===== src/rtl/vliw_lockstep_issue.sv =====
module vliw_lockstep_issue #(
  parameter int DATA_W = 32,
  parameter int OPC_W  = 4,
  parameter int LAT_W  = 2,
  parameter int CNT_W  = 16
) (
  input  logic              clk,
  input  logic              rst,
  input  logic              bundle_valid,
  output logic              bundle_ready,
  input  logic [DATA_W-1:0] slot0_op,
  input  logic [DATA_W-1:0] slot1_op,
  input  logic [DATA_W-1:0] slot0_a,
  input  logic [DATA_W-1:0] slot0_b,
  input  logic [DATA_W-1:0] slot1_a,
  input  logic [DATA_W-1:0] slot1_b,
  input  logic [LAT_W-1:0]  lat_cfg,
  output logic              res_valid,
  output logic [DATA_W-1:0] res0,
  output logic [DATA_W-1:0] res1,
  output logic [CNT_W-1:0]  retired_cnt,
  output logic [CNT_W-1:0]  stall_cnt,
  output logic [CNT_W-1:0]  issued_ops
);

  localparam int IMM_W = DATA_W - OPC_W;
  localparam logic [OPC_W-1:0] OP_NOP = '0;

  function automatic logic [DATA_W-1:0] fu_calc(
    input logic [DATA_W-1:0] word,
    input logic [DATA_W-1:0] a,
    input logic [DATA_W-1:0] b
  );
    logic [DATA_W-1:0] imm;
    imm = {{OPC_W{1'b0}}, word[DATA_W-1:OPC_W]};
    case (word[OPC_W-1:0])
      OPC_W'(1): fu_calc = a + b;
      OPC_W'(2): fu_calc = a - b;
      OPC_W'(3): fu_calc = a & b;
      OPC_W'(4): fu_calc = a | b;
      OPC_W'(5): fu_calc = a ^ b;
      OPC_W'(6): fu_calc = a + imm;
      default:   fu_calc = '0;
    endcase
  endfunction

  logic              busy;
  logic [LAT_W-1:0]  wait_q;
  logic [DATA_W-1:0] h_op0, h_op1, h_a0, h_b0, h_a1, h_b1;

  logic accept, long_op, done1, retire;
  logic [DATA_W-1:0] s_op0, s_op1, s_a0, s_b0, s_a1, s_b1;

  assign bundle_ready = !busy;
  assign accept  = bundle_valid && bundle_ready;
  assign long_op = (slot1_op[OPC_W-1:0] != OP_NOP) && (lat_cfg != '0);
  assign done1   = busy && (wait_q == LAT_W'(1));
  assign retire  = (accept && !long_op) || done1;

  assign s_op0 = busy ? h_op0 : slot0_op;
  assign s_op1 = busy ? h_op1 : slot1_op;
  assign s_a0  = busy ? h_a0  : slot0_a;
  assign s_b0  = busy ? h_b0  : slot0_b;
  assign s_a1  = busy ? h_a1  : slot1_a;
  assign s_b1  = busy ? h_b1  : slot1_b;

  always_ff @(posedge clk) begin
    if (rst) begin
      busy        <= 1'b0;
      wait_q      <= '0;
      res_valid   <= 1'b0;
      res0        <= '0;
      res1        <= '0;
      retired_cnt <= '0;
      stall_cnt   <= '0;
      issued_ops  <= '0;
      h_op0 <= '0; h_op1 <= '0;
      h_a0  <= '0; h_b0  <= '0;
      h_a1  <= '0; h_b1  <= '0;
    end else begin
      res_valid <= retire;
      if (retire) begin
        res0        <= fu_calc(s_op0, s_a0, s_b0);
        res1        <= fu_calc(s_op1, s_a1, s_b1);
        retired_cnt <= retired_cnt + CNT_W'(1);
      end
      if (accept) begin
        issued_ops <= issued_ops + CNT_W'(2);
        h_op0 <= slot0_op; h_op1 <= slot1_op;
        h_a0  <= slot0_a;  h_b0  <= slot0_b;
        h_a1  <= slot1_a;  h_b1  <= slot1_b;
        if (long_op) begin
          busy   <= 1'b1;
          wait_q <= lat_cfg;
        end
      end
      if (busy) begin
        stall_cnt <= stall_cnt + CNT_W'(1);
        if (done1) busy <= 1'b0;
        else       wait_q <= wait_q - LAT_W'(1);
      end
    end
  end

  assert_short_retires_R4: assert property (@(posedge clk) disable iff (rst)
    (accept && !long_op) |=> (res_valid && bundle_ready &&
                              retired_cnt == $past(retired_cnt) + CNT_W'(1)));

  assert_long_blocks_R5: assert property (@(posedge clk) disable iff (rst)
    (accept && long_op) |=> (!bundle_ready && !res_valid));

  assert_hold_until_done_R6: assert property (@(posedge clk) disable iff (rst)
    (busy && !done1) |=> ($stable(retired_cnt) && !res_valid && $stable(h_op0) && $stable(h_a0)));

  assert_two_slots_counted_R7: assert property (@(posedge clk) disable iff (rst)
    accept |=> (issued_ops == $past(issued_ops) + CNT_W'(2)));

  assert_stall_counted_R8: assert property (@(posedge clk) disable iff (rst)
    busy |=> (stall_cnt == $past(stall_cnt) + CNT_W'(1)));

  assert_countdown_R10: assert property (@(posedge clk) disable iff (rst)
    (busy && !done1) |=> (busy && wait_q == $past(wait_q) - LAT_W'(1)));

endmodule


===== config.mk =====
export PLATFORM = sky130hd
export DESIGN_NAME = vliw_lockstep_issue
export DESIGN_NICKNAME = d
export VERILOG_FILES = /design/src/rtl/vliw_lockstep_issue.sv
export SDC_FILE = /design/constraint.sdc
export NUM_CORES = 1
export LEC_CHECK = 0
export BUFFER_PORTS_ARGS = -buffer_cell sky130_fd_sc_hd__buf_4
export CORE_MARGIN = 1.5
export CORE_UTILIZATION = 30
export CTS_BUF_LIST = sky130_fd_sc_hd__clkbuf_4 sky130_fd_sc_hd__clkbuf_8
export CTS_CLUSTER_DIAMETER = 40
export DETAILED_ROUTE_END_ITERATION = 8
export SLEW_MARGIN = 15
export SYNTH_ARGS = -nofsm -noshare
export SYNTH_HDL_FRONTEND = slang
export SYNTH_SLANG_ARGS = --single-unit

===== constraint.sdc =====
create_clock -name clk -period 7.86 [get_ports clk]
set_input_delay 0.393 -clock clk [delete_from_list [all_inputs] [get_ports clk]]
set_output_delay 0.393 -clock clk [all_outputs]
set_load 0.1 [all_outputs]

==> impl_metrics.ini, run 1 <==
[logic_synthesis]
synth-seq-cells = 307
ys_top_cells_by_area = dfxtp_1 28%, ha_1 12%, nand2_1 9.6%, a21oi_1 8.2%, mux2i_1 7.8%
ys_warn_count = 0
synthesis.area_sq_mm = 0.02207
synth_edf_count = 0
syn-instance-count = 2949
synth_flop_cell = dfxtp_1
syn_nets = 3358
yosysSeqAreaShare_pct = 27.85
synth_top_cell_by_area = dfxtp_1
synth.distinct_cells = 83
synth_most_common_cell = nand2_1
async_flop_share_pct = 0
synth.avg_cell_area_sq_um = 7.483
synth_top_area_share_pct = 27.85
synth_commonest_cells = 567 x nand2_1, 361 x a21oi_1, 307 x dfxtp_1

[clocking]
cts_made_buffers = 74
htree_levels = 3
cts_setup_buffers = 0
cts_buffer_depth = 3
ctsRootBufferMaster = clkbuf_8
cts_sinks = 307
cts_resized = 0
clk_latency_ps = 660
clk_pin_slew_ps = 50
cts_tree = done

[timing]
fin_crit_ps = 5998
fin_tns_setup_ps = 0
setup_viol = 0
post-route-period-util_pct = 76.31
skew_ps = 35.61
fmax_mhz = 166.7
tightest_slew_ps = 1100
fin_ws_ps = 1862
relSlewSlack_pct = 24.56
hold_viol_final = 0
drv_slew = 0
rsz0062_at_grt = false

[place]
hpwl_um = 61640
place_congestion = 0.9571
numPortBuffers = 309
place_area_sq_mm = 0.02517
dpl_worst_slack_ps = 1959

[setup_path]
critPathTopFamily = compound AO/OA/AOI/OAI gates
startpoint_type = register
end_kind = register
critPathBufInv = 2
crit_type = register to register
cp_cell_sequence = clkinv_1, buf_4, o41ai_1, and2_0, and3_1, nand3_1, a31oi_1, o22ai_1, ha_1, and3_1, nand3_1, a2111o_1, a31oi_1, o2111ai_1, a21boi_0, o211ai_1, a311oi_1
critPathSlowestCell = dfxtp_4
crit_path_max_incr_delay_ps = 790
required_ps = 8400
cp_max_fo = 44
crit_arrival_ps = 6540

[detailed_routing]
finalWirelength_um = 84220
antenna_left = 0
firstDrtPassIters = 9
wl_per_cell_um = 19.19
first_iter_violations = 2276
remaining_drc_errors = 3
routed_via_density = 5.208
vias = 22860

[power]
clkPwrFrac_pct = 38.5
p_total_w = 0.006019
power_frac_comb_pct = 33.1
switchingPower_w = 0.002162
power.density_mw_per_mm2 = 208.1
switching_share_pct = 35.92
p_int_w = 0.003857
power_frac_seq_pct = 28.3
ir_drop_v = 0.0001339
p_leak_nw = 12.39

[final_layout]
final.fill_count = 7474
postLayoutCellArea_sq_mm = 0.02892
multi_input_area_sq_mm = 0.01466
final_net_count = 3777
seq_area_sq_mm = 0.006150
fin_util_pct = 39.70
drive_above_1_share_pct = 15.24
area_growth_pct = 31.02

[floorplanning]
die_w_um = 274.2
core_region_area_sq_mm = 0.07283
die_area_sq_mm = 0.07520
core.rowCount = 99
ios = 311
start_util_pct = 30.30
die-height_um = 274.2

[worst_hold_path]
hp-class = input pin to register

[global_route]
grt_max_degree = 86
grt-ovfl-total = 0
antenna_found_initial = 5
grt_usage_pct = 21.60
grt_pass1_wl_um = 126700
grt_pass1_vias = 21580

[outcome]
violations = design-rule violations
outcome = finished, violations left

[flow_run]
maxCapViolCount = 0
-- metal layers --
layer  share of wire, %  vias up  global-route usage (%)  routed length, um
met3                5.4      135                   3.485               4573
met2                 50      686                   38.54              42400
li1                   -    11280                       -                  -
met1                 41    10750                   26.35              34810
met4                2.9        2                   6.752               2416
met5              0.015        -                       0                 13
-- worst min-delay path: cells and delay by family --
| kind | cells | cell delay [ps] |
|---|---|---|
| AOI/OAI and AO/OA | 1 | 80 |
| and+or+nand+nor | 1 | 80 |
| buffers and inverters | 1 | 130 |
-- what timing repair did --
action	in CTS	in global routing
hold buffers	194	0
endpoints found under the setup margin	0	0
endpoints found under the hold margin	194	0
-- sequential cells by signal, summed over array words and instances (netlist names), 16 cells and up --
signal,count
h_b0,32
h_a1,32
retired_cnt,16
res0,32
h_b1,32
stall_cnt,16
h_op1,32
h_a0,32
res1,32
h_op0,32
-- kinds of logic after synthesis --
| group | count (synthesis) | share of synthesized area, % |
|---|---|---|
| AND/OR/NAND/NOR | 983 | 18.99 |
| buffers and inverters | 346 | 6.095 |
| AO/OA/AOI/OAI | 828 | 22.96 |
| multiplexers | 188 | 8.635 |
| flip-flops | 307 | 27.85 |
| other | 1 | 0.01699 |
| adder cells (fa/ha/maj) | 212 | 12.09 |
| XOR/XNOR | 84 | 3.368 |
-- cell usage in the layout (no fill, tap or decap), types with 40 or more instances in the layout --
cell type	Yosys	final
nor2_1	198	196
nand2_1	567	566
o22ai_1	46	46
a222oi_1	55	55
a31oi_1	45	45
nor3_1	43	42
o21ai_0	156	156
xnor2_1	40	40
mux2i_1	171	171
buf_4	2	339
nand3_1	44	44
dfxtp_1	307	306
ha_1	210	210
a21oi_1	361	361
xor2_1	43	43
inv_1	153	153
dlygate4sd3_1	0	194
clkbuf_8	0	87
-- final timing paths --
kind              slack [ps]  depth (start not counted)    startpoint   endpoint
hold / removal            70                          3  bundle_valid  wait_q[0]
setup reg to reg        1860                         17          busy   res1[31]
setup / recovery        1860                         17          busy   res1[31]
hold reg to reg          450                          2      h_op1[0]   h_op1[0]
-- power groups by stage --
stage	Combinational, W	Sequential, W	Clock (W)
2_1_floorplan	0.00121	0.00185	0
3_3_place_gp	0.00188	0.00173	0
3_5_place_dp	0.00188	0.00174	0
4_1_cts	0.00198	0.00170	0.00238
5_1_grt	0.00217	0.00172	0.00245
6_report	0.00199	0.00170	0.00232
-- layout make-up --
cell class,count,area share (%)
multi-input cells,2296,50.70
clock buffers,101,4.505
diodes,4,0.03462
inverters,154,1.999
well taps,959,4.150
flip-flops and latches,307,21.27
repair buffers,535,15.64
clock inverters,33,1.705
-- through the flow --
step                      hold WS (ps)  cells
final                            74.58   4389
after floorplan                  431.7   2949
after global routing             24.32   4389
after detailed placement         444.2   4057
after CTS                        7.188   4385
after global placement           438.4   4057
Note: power is estimated with default switching activity, not from simulation.
==> inputs of run 2 (changes only) <==
==> constraint.sdc (replaced) <==
create_clock -name clk -period 4.8 [get_ports clk]
set_input_delay 0.24 -clock clk [delete_from_list [all_inputs] [get_ports clk]]
set_output_delay 0.24 -clock clk [all_outputs]
set_load 0.1 [all_outputs]
==> run 2 against run 1 <==
The flow now finishes without violations. Die area unchanged. Flip-flop and latch count unchanged. Combinational power up 72%. Total power up 62%. Sequential share of layout area down 0.61 points. Cell area up 3.0%. Critical endpoint unchanged. Largest power group unchanged. Highest routed layer unchanged.
==> impl_metrics.ini, run 2 (synthesis gave the netlist of run 1 again) <==
[setup_path]
end_kind = register
critPathSlowestCell = or3b_2
startpoint_type = register
cp_cell_sequence = buf_12, or3b_2, o2bb2a_2, o211a_4, and2_4, nand3_1, a31oi_1, o22ai_2, ha_1, a21oi_1, o21ai_0, a21oi_2, o21a_1, a31oi_2, o2111ai_1, a21boi_1, or4_1, a311oi_1
crit_arrival_ps = 5130
cp_max_fo = 17
crit_path_max_incr_delay_ps = 460
crit_type = register to register
required_ps = 5330

[power]
ir_drop_v = 0.0002149
p_leak_nw = 12.83
power.density_mw_per_mm2 = 326.9
p_total_w = 0.009735

[floorplanning]
die_area_sq_mm = 0.07520
core_region_area_sq_mm = 0.07283
die_w_um = 274.2
die-height_um = 274.2
core.rowCount = 99
start_util_pct = 30.30
ios = 311

[flow_run]
maxCapViolCount = 0

[place]
place_congestion = 0.9399
numPortBuffers = 309
hpwl_um = 61600

[worst_hold_path]
hp-class = input pin to register

[timing]
tightest_slew_ps = 1141
hold_slack_ps = 141.6
drv_slew = 0
post-route-period-util_pct = 95.79
fin_crit_ps = 4598
fmax_mhz = 217.5
skew_ps = 23.48
relSlewSlack_pct = 23.95
rsz0062_at_grt = true
setup_viol = 0
hold_viol_final = 0

[detailed_routing]
routed_via_density = 5.182
firstDrtPassIters = 9
remaining_drc_errors = 0
first_iter_violations = 1875
vias = 23200
wl_per_cell_um = 18.72
antenna_left = 0
finalWirelength_um = 83820

[final_layout]
mostFrequentLayoutCells = 566 x nand2_1, 411 x buf_4, 360 x a21oi_1
area_growth_pct = 34.92
seq_area_sq_mm = 0.006150
final_common_cell = nand2_1
multi_input_area_sq_mm = 0.01483
drive_above_1_share_pct = 17.52
final.fill_count = 7465
final_net_count = 3871
fin_util_pct = 40.88

[global_route]
grt_usage_pct = 21.48
grt_pass1_wl_um = 126500
grt_max_degree = 198
grt-ovfl-total = 0
grt_pass1_vias = 22070
antenna_found_initial = 8

[clocking]
cts_tree = done
cts_made_buffers = 70
cts_sinks = 307
clk_latency_ps = 650
ctsRootBufferMaster = clkbuf_8
htree_levels = 3
cts_buffer_depth = 3
clk_pin_slew_ps = 50

[outcome]
outcome = finished clean
==> run 2: changes by cell type in the layout (fill, tap and decap cells not counted), moves of 3 or more <==
| cell | change |
|---|---|
| diode_2 | +3 |
| nor2_1 | -3 |
| ha_2 | +3 |
| inv_6 | -3 |
| clkinv_2 | -6 |
| dlygate4sd3_1 | +21 |
| buf_4 | +72 |
| buf_12 | +4 |
| ha_1 | -4 |
| o21ai_0 | -6 |
| clkbuf_8 | -5 |
| o21ai_1 | +6 |
==> run 2: cell type report <==
| type | count | share of cell area, % |
|---|---|---|
| Clock inverter | 26 | 1.378 |
| Tap cell | 959 | 4.030 |
| Sequential cell | 307 | 20.65 |
| Inverter | 154 | 1.950 |
| Antenna cell | 7 | 0.05883 |
| Multi-Input combinational cell | 2296 | 49.80 |
| Clock buffer | 95 | 4.118 |
| Timing Repair Buffer | 633 | 18.01 |
==> run 2: where the power goes <==
part           switching, W  internal, W
registers         0.0000874      0.00269
clock network       0.00132      0.00220
logic               0.00210      0.00133
total               0.00351      0.00622
==> run 2: critical path: cells and delay by family (launching register included) <==
kind / cells / cell delay [ps]
and+or+nand+nor: 4 / 1170
buffers and inverters: 1 / 180
adders and majority gates: 1 / 400
DFF: 1 / 430
AOI/OAI and AO/OA: 12 / 2290
==> run 2: worst paths after layout <==
check	cells past startpoint	to	slack [ps]	start
worst max-delay path	18	res1[31]	200	busy
worst max register to register	18	res1[31]	200	busy
worst min-delay path	4	h_b0[25]	140	bundle_valid
worst min register to register	2	h_a1[17]	450	h_a1[17]
==> run 2: through the flow <==
step | instance area (sq um) | setup TNS, ps | worst slack [ps] | cells
after global placement | 25830 | 0 | 71.00 | 4131
after detailed placement | 25830 | 0 | 88.99 | 4131
final | 29780 | 0 | 201.9 | 4477
after global routing | 29770 | -55.83 | -24.39 | 4476
after CTS | 29610 | 0 | 52.86 | 4467
after floorplan | 22220 | 0 | 3.246 | 2949
==> run 2: routing by layer <==
metal  routed length, um  up-vias  GRT usage [%]
met2               40140      741          36.18
met3                4920      127          3.302
met1               36540    10860          27.94
met4                2207        4          6.868
li1                    -    11470              -
met5                  22        -              0
==> run 2: timing repair <==
action | CTS | global route
buffers inserted | 0 | 3
gates resized for setup | 0 | 26
setup endpoints to repair | 0 | 19
hold buffers | 215 | 0
hold endpoints to repair | 209 | 0
